**config.mk**
```make
export PLATFORM = sky130hd
export DESIGN_NAME = rtc_periodic_irq
export DESIGN_NICKNAME = d
export VERILOG_FILES = /design/src/rtl/rtcp_pkg.sv /design/src/rtl/rtcp_regfile.sv /design/src/rtl/rtcp_rate_div.sv /design/src/rtl/rtcp_flag_ctl.sv /design/src/rtl/rtc_periodic_irq.sv
export SDC_FILE = /design/constraint.sdc
export NUM_CORES = 1
export LEC_CHECK = 0
export CAP_MARGIN = 20
export CORE_ASPECT_RATIO = 0.5
export CORE_MARGIN = 4
export CORE_UTILIZATION = 30
export CTS_CLUSTER_SIZE = 20
export DETAILED_ROUTE_END_ITERATION = 12
export GPL_TIMING_DRIVEN = 0
export HOLD_SLACK_MARGIN = 0.12
export PLACE_DENSITY = 0.53
export SKIP_CTS_REPAIR_TIMING = 1
export SLEW_MARGIN = 20
export SYNTH_ARGS = -nofsm -noshare
export SYNTH_HDL_FRONTEND = slang
export SYNTH_SLANG_ARGS = --single-unit
```
**constraint.sdc**
```tcl
create_clock -name clk -period 3.5 [get_ports clk]
set_input_delay 0.7 -clock clk [delete_from_list [all_inputs] [get_ports clk]]
set_output_delay 0.7 -clock clk [all_outputs]
set_load 0.01 [all_outputs]
```
**src/rtl/rtcp_pkg.sv**
```systemverilog
package rtcp_pkg;

  localparam logic [6:0] IDX_CTRL_A = 7'h0A;
  localparam logic [6:0] IDX_CTRL_B = 7'h0B;
  localparam logic [6:0] IDX_STAT_C = 7'h0C;

  localparam int B_PIE_BIT  = 6;
  localparam int C_PF_BIT   = 6;
  localparam int C_IRQF_BIT = 7;

  localparam logic [6:0] A_RESET = 7'h26;
  localparam logic [2:0] DVS_RUN = 3'b010;

  typedef struct packed {
    logic [2:0] dvs;
    logic [3:0] rate;
    logic       pie;
    logic       a_written;
  } rtcp_ctl_t;

endpackage

```
**src/rtl/rtcp_regfile.sv**
```systemverilog
module rtcp_regfile
  import rtcp_pkg::*;
(
  input  logic       clk,
  input  logic       rst_n,
  input  logic       bus_addr,
  input  logic       bus_wr,
  input  logic       bus_rd,
  input  logic [7:0] bus_wdata,
  input  logic [7:0] stat_byte,
  output logic [7:0] bus_rdata,
  output logic       nmi_mask,
  output logic       stat_read,
  output rtcp_ctl_t  ctl
);

  logic [6:0] idx_q, idx_d;
  logic       nmi_q, nmi_d;
  logic [6:0] a_q, a_d;
  logic [7:0] b_q, b_d;
  logic       idx_we, data_we;
  logic       a_we, b_we;

  assign idx_we  = bus_wr && !bus_addr;
  assign data_we = bus_wr &&  bus_addr;
  assign a_we    = data_we && (idx_q == IDX_CTRL_A);
  assign b_we    = data_we && (idx_q == IDX_CTRL_B);

  always_comb begin
    idx_d = idx_q;
    nmi_d = nmi_q;
    a_d   = a_q;
    b_d   = b_q;
    if (idx_we) begin
      idx_d = bus_wdata[6:0];
      nmi_d = bus_wdata[7];
    end
    if (a_we) a_d = bus_wdata[6:0];
    if (b_we) b_d = bus_wdata;
  end

  always_ff @(posedge clk or negedge rst_n) begin
    if (!rst_n) begin
      idx_q <= '0;
      nmi_q <= 1'b0;
      a_q   <= A_RESET;
      b_q   <= '0;
    end else begin
      idx_q <= idx_d;
      nmi_q <= nmi_d;
      a_q   <= a_d;
      b_q   <= b_d;
    end
  end

  always_comb begin
    bus_rdata = 8'h00;
    if (!bus_addr) begin
      bus_rdata = {nmi_q, idx_q};
    end else begin
      case (idx_q)
        IDX_CTRL_A: bus_rdata = {1'b0, a_q};
        IDX_CTRL_B: bus_rdata = b_q;
        IDX_STAT_C: bus_rdata = stat_byte;
        default:    bus_rdata = 8'h00;
      endcase
    end
  end

  assign stat_read     = bus_rd && bus_addr && (idx_q == IDX_STAT_C);
  assign nmi_mask      = nmi_q;
  assign ctl.dvs       = a_q[6:4];
  assign ctl.rate      = a_q[3:0];
  assign ctl.pie       = b_q[B_PIE_BIT];
  assign ctl.a_written = a_we;

  AST_NMI_FOLLOWS_INDEX: assert property (@(posedge clk) disable iff (!rst_n)
    (bus_wr && !bus_addr) |=> (nmi_mask == $past(bus_wdata[7])));

  AST_B_KEEPS_VALUE: assert property (@(posedge clk) disable iff (!rst_n)
    !(bus_wr && bus_addr) |=> $stable(ctl.pie));

endmodule

```
**src/rtl/rtcp_rate_div.sv**
```systemverilog
module rtcp_rate_div
  import rtcp_pkg::*;
#(
  parameter int PRESC_W = 15
) (
  input  logic       clk,
  input  logic       rst_n,
  input  logic       tick,
  input  logic [3:0] rate,
  input  logic [2:0] dvs,
  input  logic       restart,
  output logic       evt
);

  localparam int SHW = $clog2(PRESC_W);

  logic [PRESC_W-1:0] cnt_q, cnt_d;
  logic [PRESC_W-1:0] mask;
  logic [SHW-1:0]     shamt;
  logic               run;

  assign run = (dvs == DVS_RUN);

  // period 2^shamt strobes; the two lowest nonzero codes alias slow rates
  always_comb begin
    case (rate)
      4'd1:    shamt = SHW'(7);
      4'd2:    shamt = SHW'(8);
      default: shamt = SHW'(rate - 4'd1);
    endcase
    mask = (PRESC_W'(1) << shamt) - PRESC_W'(1);
  end

  always_comb begin
    cnt_d = cnt_q;
    if (!run || restart) cnt_d = '0;
    else if (tick)       cnt_d = cnt_q + PRESC_W'(1);
  end

  always_ff @(posedge clk or negedge rst_n) begin
    if (!rst_n) cnt_q <= '0;
    else        cnt_q <= cnt_d;
  end

  assign evt = tick && run && !restart && (rate != 4'd0) &&
               ((cnt_q & mask) == mask);

  AST_COUNT_HOLDS: assert property (@(posedge clk) disable iff (!rst_n)
    (!tick && !restart && run) |=> $stable(cnt_q));

  AST_STOPPED_CLEAR: assert property (@(posedge clk) disable iff (!rst_n)
    (!run) |=> (cnt_q == '0));

endmodule

```
**src/rtl/rtcp_flag_ctl.sv**
```systemverilog
module rtcp_flag_ctl
  import rtcp_pkg::*;
(
  input  logic       clk,
  input  logic       rst_n,
  input  logic       evt,
  input  logic       stat_read,
  input  logic       pie,
  output logic [7:0] stat_byte,
  output logic       irq
);

  logic pf_q, pf_d;
  logic held_q, held_d;

  always_comb begin
    pf_d   = pf_q;
    held_d = 1'b0;
    if (stat_read) begin
      pf_d   = 1'b0;
      held_d = evt || held_q;
    end else begin
      pf_d   = pf_q || evt || held_q;
    end
  end

  always_ff @(posedge clk or negedge rst_n) begin
    if (!rst_n) begin
      pf_q   <= 1'b0;
      held_q <= 1'b0;
    end else begin
      pf_q   <= pf_d;
      held_q <= held_d;
    end
  end

  always_comb begin
    stat_byte             = 8'h00;
    stat_byte[C_PF_BIT]   = pf_q;
    stat_byte[C_IRQF_BIT] = pf_q && pie;
  end

  assign irq = pf_q && pie;

  AST_EVENT_SETS_FLAG: assert property (@(posedge clk) disable iff (!rst_n)
    (evt && !stat_read) |=> pf_q);

  AST_READ_CLEARS_FLAG: assert property (@(posedge clk) disable iff (!rst_n)
    stat_read |=> !pf_q);

  AST_HELD_EVENT_POSTED: assert property (@(posedge clk) disable iff (!rst_n)
    (stat_read && evt) ##1 !stat_read |=> pf_q);

  AST_FLAG_HAS_CAUSE: assert property (@(posedge clk) disable iff (!rst_n)
    $rose(pf_q) |-> ($past(evt) || $past(held_q)));

endmodule

```
**src/rtl/rtc_periodic_irq.sv**
```systemverilog
module rtc_periodic_irq
  import rtcp_pkg::*;
#(
  parameter int PRESC_W = 15
) (
  input  logic       clk,
  input  logic       rst_n,
  input  logic       tick_32k,
  input  logic       bus_addr,
  input  logic       bus_wr,
  input  logic       bus_rd,
  input  logic [7:0] bus_wdata,
  output logic [7:0] bus_rdata,
  output logic       nmi_mask,
  output logic       irq
);

  logic [1:0] rst_sync_q;
  logic       rst_core_n;
  rtcp_ctl_t  ctl;
  logic [7:0] stat_byte;
  logic       stat_read;
  logic       evt;

  always_ff @(posedge clk or negedge rst_n) begin
    if (!rst_n) rst_sync_q <= 2'b00;
    else        rst_sync_q <= {rst_sync_q[0], 1'b1};
  end
  assign rst_core_n = rst_sync_q[1];

  rtcp_regfile u_regs (
    .clk       (clk),
    .rst_n     (rst_core_n),
    .bus_addr  (bus_addr),
    .bus_wr    (bus_wr),
    .bus_rd    (bus_rd),
    .bus_wdata (bus_wdata),
    .stat_byte (stat_byte),
    .bus_rdata (bus_rdata),
    .nmi_mask  (nmi_mask),
    .stat_read (stat_read),
    .ctl       (ctl)
  );

  rtcp_rate_div #(.PRESC_W(PRESC_W)) u_div (
    .clk     (clk),
    .rst_n   (rst_core_n),
    .tick    (tick_32k),
    .rate    (ctl.rate),
    .dvs     (ctl.dvs),
    .restart (ctl.a_written),
    .evt     (evt)
  );

  rtcp_flag_ctl u_flags (
    .clk       (clk),
    .rst_n     (rst_core_n),
    .evt       (evt),
    .stat_read (stat_read),
    .pie       (ctl.pie),
    .stat_byte (stat_byte),
    .irq       (irq)
  );

endmodule

```
# Yosys cells after proc, flatten, opt, wreduce, memory -nomap -nowiden
# Cells that the tools add are included.
word_totals:
  reg_bits: 42
  input_bits: 14
  output_inout_bits: 10
  word_cells: 47
op_classes:
  n_addsub: 3
  eq_ne: 7
  n_shift: 1
  muxes: 7
  n_bitwise: 1
  reduce_logical: 20
ops:
  columns: ["cell", "count"]
  rows:
  - ["15-bit two-way mux", 2]
  - ["8-bit one-hot mux with 3 select lines", 1]
  - ["7-bit by 4-bit equality test with 1-bit output, second input constant", 3]
  - ["15-bit by 1-bit adder with 15-bit output, second input constant", 1]
  - ["15-bit bitwise AND", 1]
  - ["15-bit equality test", 1]
  - ["1-bit by 4-bit << shifter with 15-bit output, first input constant", 1]
  - ["15-bit by 2-bit subtractor with 15-bit output, second input constant", 1]
  - ["1-bit logical AND", 11]
  - ["8-bit two-way mux", 1]
  - ["4-bit one-hot mux with 2 select lines", 1]
  - ["4-bit by 1-bit equality test with 1-bit output, second input constant", 1]
  - ["4-bit by 2-bit equality test with 1-bit output, second input constant", 1]
  - ["1-bit logical OR", 4]
  - ["4-bit nonzero test", 1]
  - ["4-bit by 1-bit subtractor with 4-bit output, second input constant", 1]
  - ["3-bit by 2-bit equality test with 1-bit output, second input constant", 1]
  - ["1-bit zero test", 3]
  - ["1-bit two-way mux", 2]
  - ["2-bit nonzero test", 1]

# Logic depth before layout (Yosys ltp)
logic_depth:
  depth_word: 10
  mapped_depth: 16

# Hierarchy
# From an unflattened synthesis, not the netlist that was laid out.
hier_totals:
  hier_cells: 328
  area_unflattened_um2: 3046.7
modules_own_cells:
  columns: ["module", "instances", "cells_per_inst", "area_per_inst_um2", "seq_area_each_um2"]
  rows:
  - ["rtcp_rate_div", 1, 196, 1550.2, 375.4]
  - ["rtcp_regfile", 1, 114, 1306.3, 579.3]
  - ["rtcp_flag_ctl", 1, 15, 136.4, 50.0]
  - ["rtc_periodic_irq", 1, 3, 53.8, 50.0]

# Worst setup path after synthesis
# OpenSTA, ideal clock, no wires.
synth_timing:
  path_type: "register to register"
  startpoint: "register u_regs.a_q[1]"
  endpoint: "register u_flags.held_q"
  setup_time_ns: 0.073
  t_arrival_ns: 3.416
  required_time_ns: 3.427
  path_slack_ns: 0.010
  stages_incl_launch_ff: 15
  n_path_buf: 1
  period_less_slack_ns: 3.490
  path_cell_list: "dfstp_2 buf_4 inv_1 ha_1 or4b_1 a21oi_2 nand3_1 ha_1 inv_1 nor2_1 mux2_4 nor4_2 nand4_1 or4b_4 a21oi_2"
synth_via:
  elab_chain_cells: 9
  elab_cells_between_ends: 13
  cone_classes: "2 x add/sub; 3 x eq/ne; 1 x shift; 2 x mux; 1 x bitwise; 4 x reduce/logical"
synth_rtl:
  columns: ["item", "line_no", "text"]
  rows:
  - ["start: declaration", "rtcp_regfile.sv:19", "logic [6:0] a_q, a_d;"]
  - ["start signal: assignment", "rtcp_regfile.sv:46", "a_q <= A_RESET;"]
  - ["start signal: assignment", "rtcp_regfile.sv:51", "a_q <= a_d;"]
  - ["4-bit by 1-bit subtractor with 4-bit output, or another cell as far along", "rtcp_rate_div.sv:29", "default: shamt = SHW'(rate - 4'd1);"]
  - ["4-bit one-hot mux with 2 select lines", "rtcp_rate_div.sv:26", "case (rate)"]
  - ["1-bit by 4-bit << shifter with 15-bit output", "rtcp_rate_div.sv:31", "mask = (PRESC_W'(1) << shamt) - PRESC_W'(1);"]
  - ["15-bit by 2-bit subtractor with 15-bit output", "rtcp_rate_div.sv:31", null]
  - ["15-bit bitwise AND", "rtcp_rate_div.sv:46", "((cnt_q & mask) == mask);"]
  - ["15-bit equality test", "rtcp_rate_div.sv:46", null]
  - ["1-bit logical AND *", "rtcp_rate_div.sv:45", "assign evt = tick && run && !restart && (rate != 4'd0) &&"]
  - ["1-bit logical OR *", "rtcp_flag_ctl.sv:21", "held_d = evt || held_q;"]
  - ["1-bit two-way mux *", "rtcp_flag_ctl.sv:19", "if (stat_read) begin"]
  - ["named net u_flags.held_d", "rtcp_flag_ctl.sv:14", "logic held_q, held_d;"]
  - ["end signal: assignment", "rtcp_flag_ctl.sv:33", "held_q <= held_d;"]
  - ["end: declaration", "rtcp_flag_ctl.sv:14", null]
# Mark *: on every way through the listed nets, which the timed path passes. The rest lies on a longest branch.
# A chain may end at the register's enable or synchronous reset.

# Final worst setup path
layout_timing:
  startpoint: "register u_regs.a_q[1]"
  endpoint: "register u_flags.pf_q"
layout_via:
  elab_chain_cells: 10
  elab_cells_between_ends: 14
  cone_classes: "2 x add/sub; 3 x eq/ne; 1 x shift; 2 x mux; 1 x bitwise; 5 x reduce/logical"
layout_rtl:
  columns: ["item", "line_no", "text"]
  rows:
  - ["4-bit by 1-bit subtractor with 4-bit output, or another cell as far along", "rtcp_rate_div.sv:29", null]
  - ["4-bit one-hot mux with 2 select lines", "rtcp_rate_div.sv:26", null]
  - ["1-bit by 4-bit << shifter with 15-bit output", "rtcp_rate_div.sv:31", null]
  - ["15-bit by 2-bit subtractor with 15-bit output", "rtcp_rate_div.sv:31", null]
  - ["15-bit bitwise AND", "rtcp_rate_div.sv:46", null]
  - ["15-bit equality test", "rtcp_rate_div.sv:46", null]
  - ["1-bit logical AND *", "rtcp_rate_div.sv:45", null]
  - ["1-bit logical OR * (2 in series)", "rtcp_flag_ctl.sv:23", "pf_d = pf_q || evt || held_q;"]
  - ["1-bit two-way mux *", "rtcp_flag_ctl.sv:19", null]
  - ["named net u_flags.pf_d", "rtcp_flag_ctl.sv:13", "logic pf_q, pf_d;"]
  - ["end signal: assignment", "rtcp_flag_ctl.sv:32", "pf_q <= pf_d;"]
  - ["end: declaration", "rtcp_flag_ctl.sv:13", null]
# Marked as above.

==> run summary <==
Compound-Gate Fraction of Synth Area -> 14.95%
Bufs on Longest Clock Path -> 2
Logic pwr share -> 47.8%
Grt ovf -> 0
Main combinational cell family by area after synthesis -> simple AND/OR/NAND/NOR gates
Clock network power share -> 24.5%
Vias in the first global route -> 2271
Worst hold path class -> reg -> async
#FFs+latches synth -> 42
Period utilisation layout -> 99.03%
Internal -> 1353 uW
Largest net degree at the start of global routing -> 26
Total Routing Usage GR -> 13.21%
Worst Tran Pin Value -> 681.3 ps
Final ANT Viol Nets -> 0
Tot Pwr -> 2122 uW
Pre-antenna DRT Iters -> 6
Clock Sink Count -> 42
Worst-Skew Late Latency -> 290 ps
Pleak -> 0.001416 uW
Routed wire length -> 7058 um
Synth Area in Simple Gates -> 22.90%
Mapped Area -> 2770 sq um
Area leader, netlist -> dfrtp_1
Residual DRC -> 0
CP max FO -> 10
Maximum clock frequency -> 288.5 MHz
Mux contribution to synthesized area -> 12.01%
Final setup violation count -> 0
Fin. max-slew vios -> 0
DR WL/cell -> 15.86 um
Sequential area share after synthesis -> 38.08%
Crit path time final -> 3466 ps
DIE HEIGHT -> 75.95 um
Post-Syn Nets -> 306
Die ar. -> 10930 sq um
Synth area leaders -> dfrtp_1, mux2_2, nor2_1, xor2_1, dfstp_2
Worst slew margin -> 54.58%
Pwr Density -> 596.5 nW/um^2
Via density -> 5.175
Global-route wire length before repair -> 11670 um
Die width -> 143.9 um
Final Skew -> 6.998 ps
Post-synth ARST share -> 100.0%
Ys Warns -> 0
Initial DRC count -> 86
Diode count -> 0
Count of different cell masters after synthesis -> 69
Critical Path RT -> 3710 ps
Final Util -> 40.17%
CTS Buf Count -> 5
CP arrival -> 3680 ps
CTS tree -> built
Status -> complete, no violations
Most used DFF post-synth -> dfrtp_1
CTS H-tree depth -> 2
Post-synth top cells -> dfrtp_1, nor2_1, mux2_2
VDD IR-drop max -> 0.0002021 V
Fin. Hold Viols -> 0
Initial Utilization -> 31.27%
Startpoint Class -> flop
# IOs -> 24
Post-synth EDFFs -> 0
Layout area overhead -> 28.46%
Worst-path clk slew -> 60 ps
DR vias -> 2303
Unrepaired setup endpoints after global routing -> true
Core area -> 8859 sq um
Kind of critical path -> reg -> reg
Number of antenna violations at the first check in global routing -> 0
# rows -> 24
CP endpoint kind -> flop
Port Buffers -> 22
Switch share -> 36.27%
Post-synthesis xor/xnor area fraction -> 5.059%
Area share of the largest cell type after synthesis -> 35.23%
Count leader, synth -> dfrtp_1
Placer Congestion -> 0.9037
Share of post-route cells with drive strength above 1 -> 25.00%
Hpwl dp -> 5180 um
Sw Pwr -> 769.9 uW
Synthesized instance count -> 286
Nets -> 347
CTS root buf -> clkbuf_16
Mean area per synthesized cell -> 9.686 sq um
Reg power frac -> 27.6%
Post-synthesis adder-cell area fraction -> 2.710%
Max-cap viol count -> 0
==> area by class of cell <==
| class | count | area (sq um) |
|---|---|---|
| Fill cell | 873 | 5300 |
| Tap cell | 117 | 146.4 |
| Clock inverter | 3 | 40.04 |
| Clock buffer | 5 | 125.1 |
| Buffer | 14 | 88.84 |
| Sequential cell | 42 | 1057 |
| Timing Repair Buffer | 34 | 335.3 |
| Multi-Input combinational cell | 219 | 1722 |
| Inverter | 11 | 43.79 |
==> power by group through the flow <==
stage | sequential [uW] | clock (uW) | combinational, uW
2_1_floorplan | 583 | 0 | 607
3_3_place_gp | 596 | 0 | 791
3_5_place_dp | 594 | 0 | 806
6_report | 587 | 521 | 1010
5_1_grt | 595 | 561 | 1100
4_1_cts | 586 | 536 | 810
==> through the flow <==
stage | hold WS, ps | area, sq um | std cells | worst slack, ps | setup TNS, ps
after global placement | 336.1 | 3137 | 425 | -464.6 | -913.8
after floorplan | 331.2 | 2770 | 286 | 10.05 | 0
after CTS | 213.4 | 3323 | 434 | -513.1 | -1022
after global routing | 235.4 | 3558 | 445 | -81.85 | -137.2
final | 190.8 | 3558 | 445 | 34.07 | 0
after detailed placement | 209.7 | 3158 | 426 | -495.2 | -982.6
==> registers in the layout (all words and copies together) (netlist names) <==
name and cells:
u_div.cnt_q 15, u_regs.b_q 8, u_regs.a_q 7, u_regs.idx_q 7, rst_sync_q 2, u_flags.held_q 1
u_flags.pf_q 1, u_regs.nmi_mask 1
==> critical path: stages (launching register included) <==
cell and delay, ps:
dfstp_2 550, buf_6 120, inv_2 70, ha_4 190, nor4_4 180, nor3_4 70
or2_1 220, buf_2 180, nand4_1 160, ha_4 210, buf_6 140, a2111oi_1 110
nor4_4 310, nand4_1 140, or4b_4 590, a21boi_2 150
==> worst paths after layout <==
kind                               start            end  slack [ps]  cells past startpoint
setup / recovery           u_regs.a_q[1]   u_flags.pf_q          30                     15
setup reg to reg           u_regs.a_q[1]   u_flags.pf_q          30                     15
hold reg to reg            rst_sync_q[1]  u_regs.a_q[6]         190                      0
max in group asynchronous  rst_sync_q[1]  u_regs.a_q[2]        2770                      1
hold / removal             rst_sync_q[1]  u_regs.a_q[6]         190                      0
min in group clk           rst_sync_q[0]  rst_sync_q[1]         350                      0
==> layer usage <==
layer	vias up	global-route usage [%]	share of wire (%)	wire length [um]
met1	1131	20.41	53	3733
met4	0	2.350	0.55	39
li1	1124	-	-	-
met5	-	0	0	0
met3	4	3.208	3.4	242
met2	44	18.65	43	3042
==> kinds of logic after synthesis <==
group / count (synthesis)
compound gates: 55
xor+xnor: 16
fa+ha+maj: 6
buf+inv: 25
flops: 42
mux: 30
other cells: 1
simple gates: 111
==> placed cells by master (no fill, tap or decap), types with 4 or more instances in the layout <==
master            n
dfrtp_1          37
nor2_1           36
mux2_2           22
clkdlybuf4s50_1  22
nand2_1          18
xor2_1           12
a21oi_1          11
buf_4            10
inv_1             9
nand4_1           9
mux2i_1           7
a22o_1            7
buf_2             5
clkbuf_16         5
buf_6             4
nand2b_1          4
xnor2_1           4
or3_1             4
o21ai_0           4
nand3_1           4
Note: power is estimated with default switching activity, not from simulation.
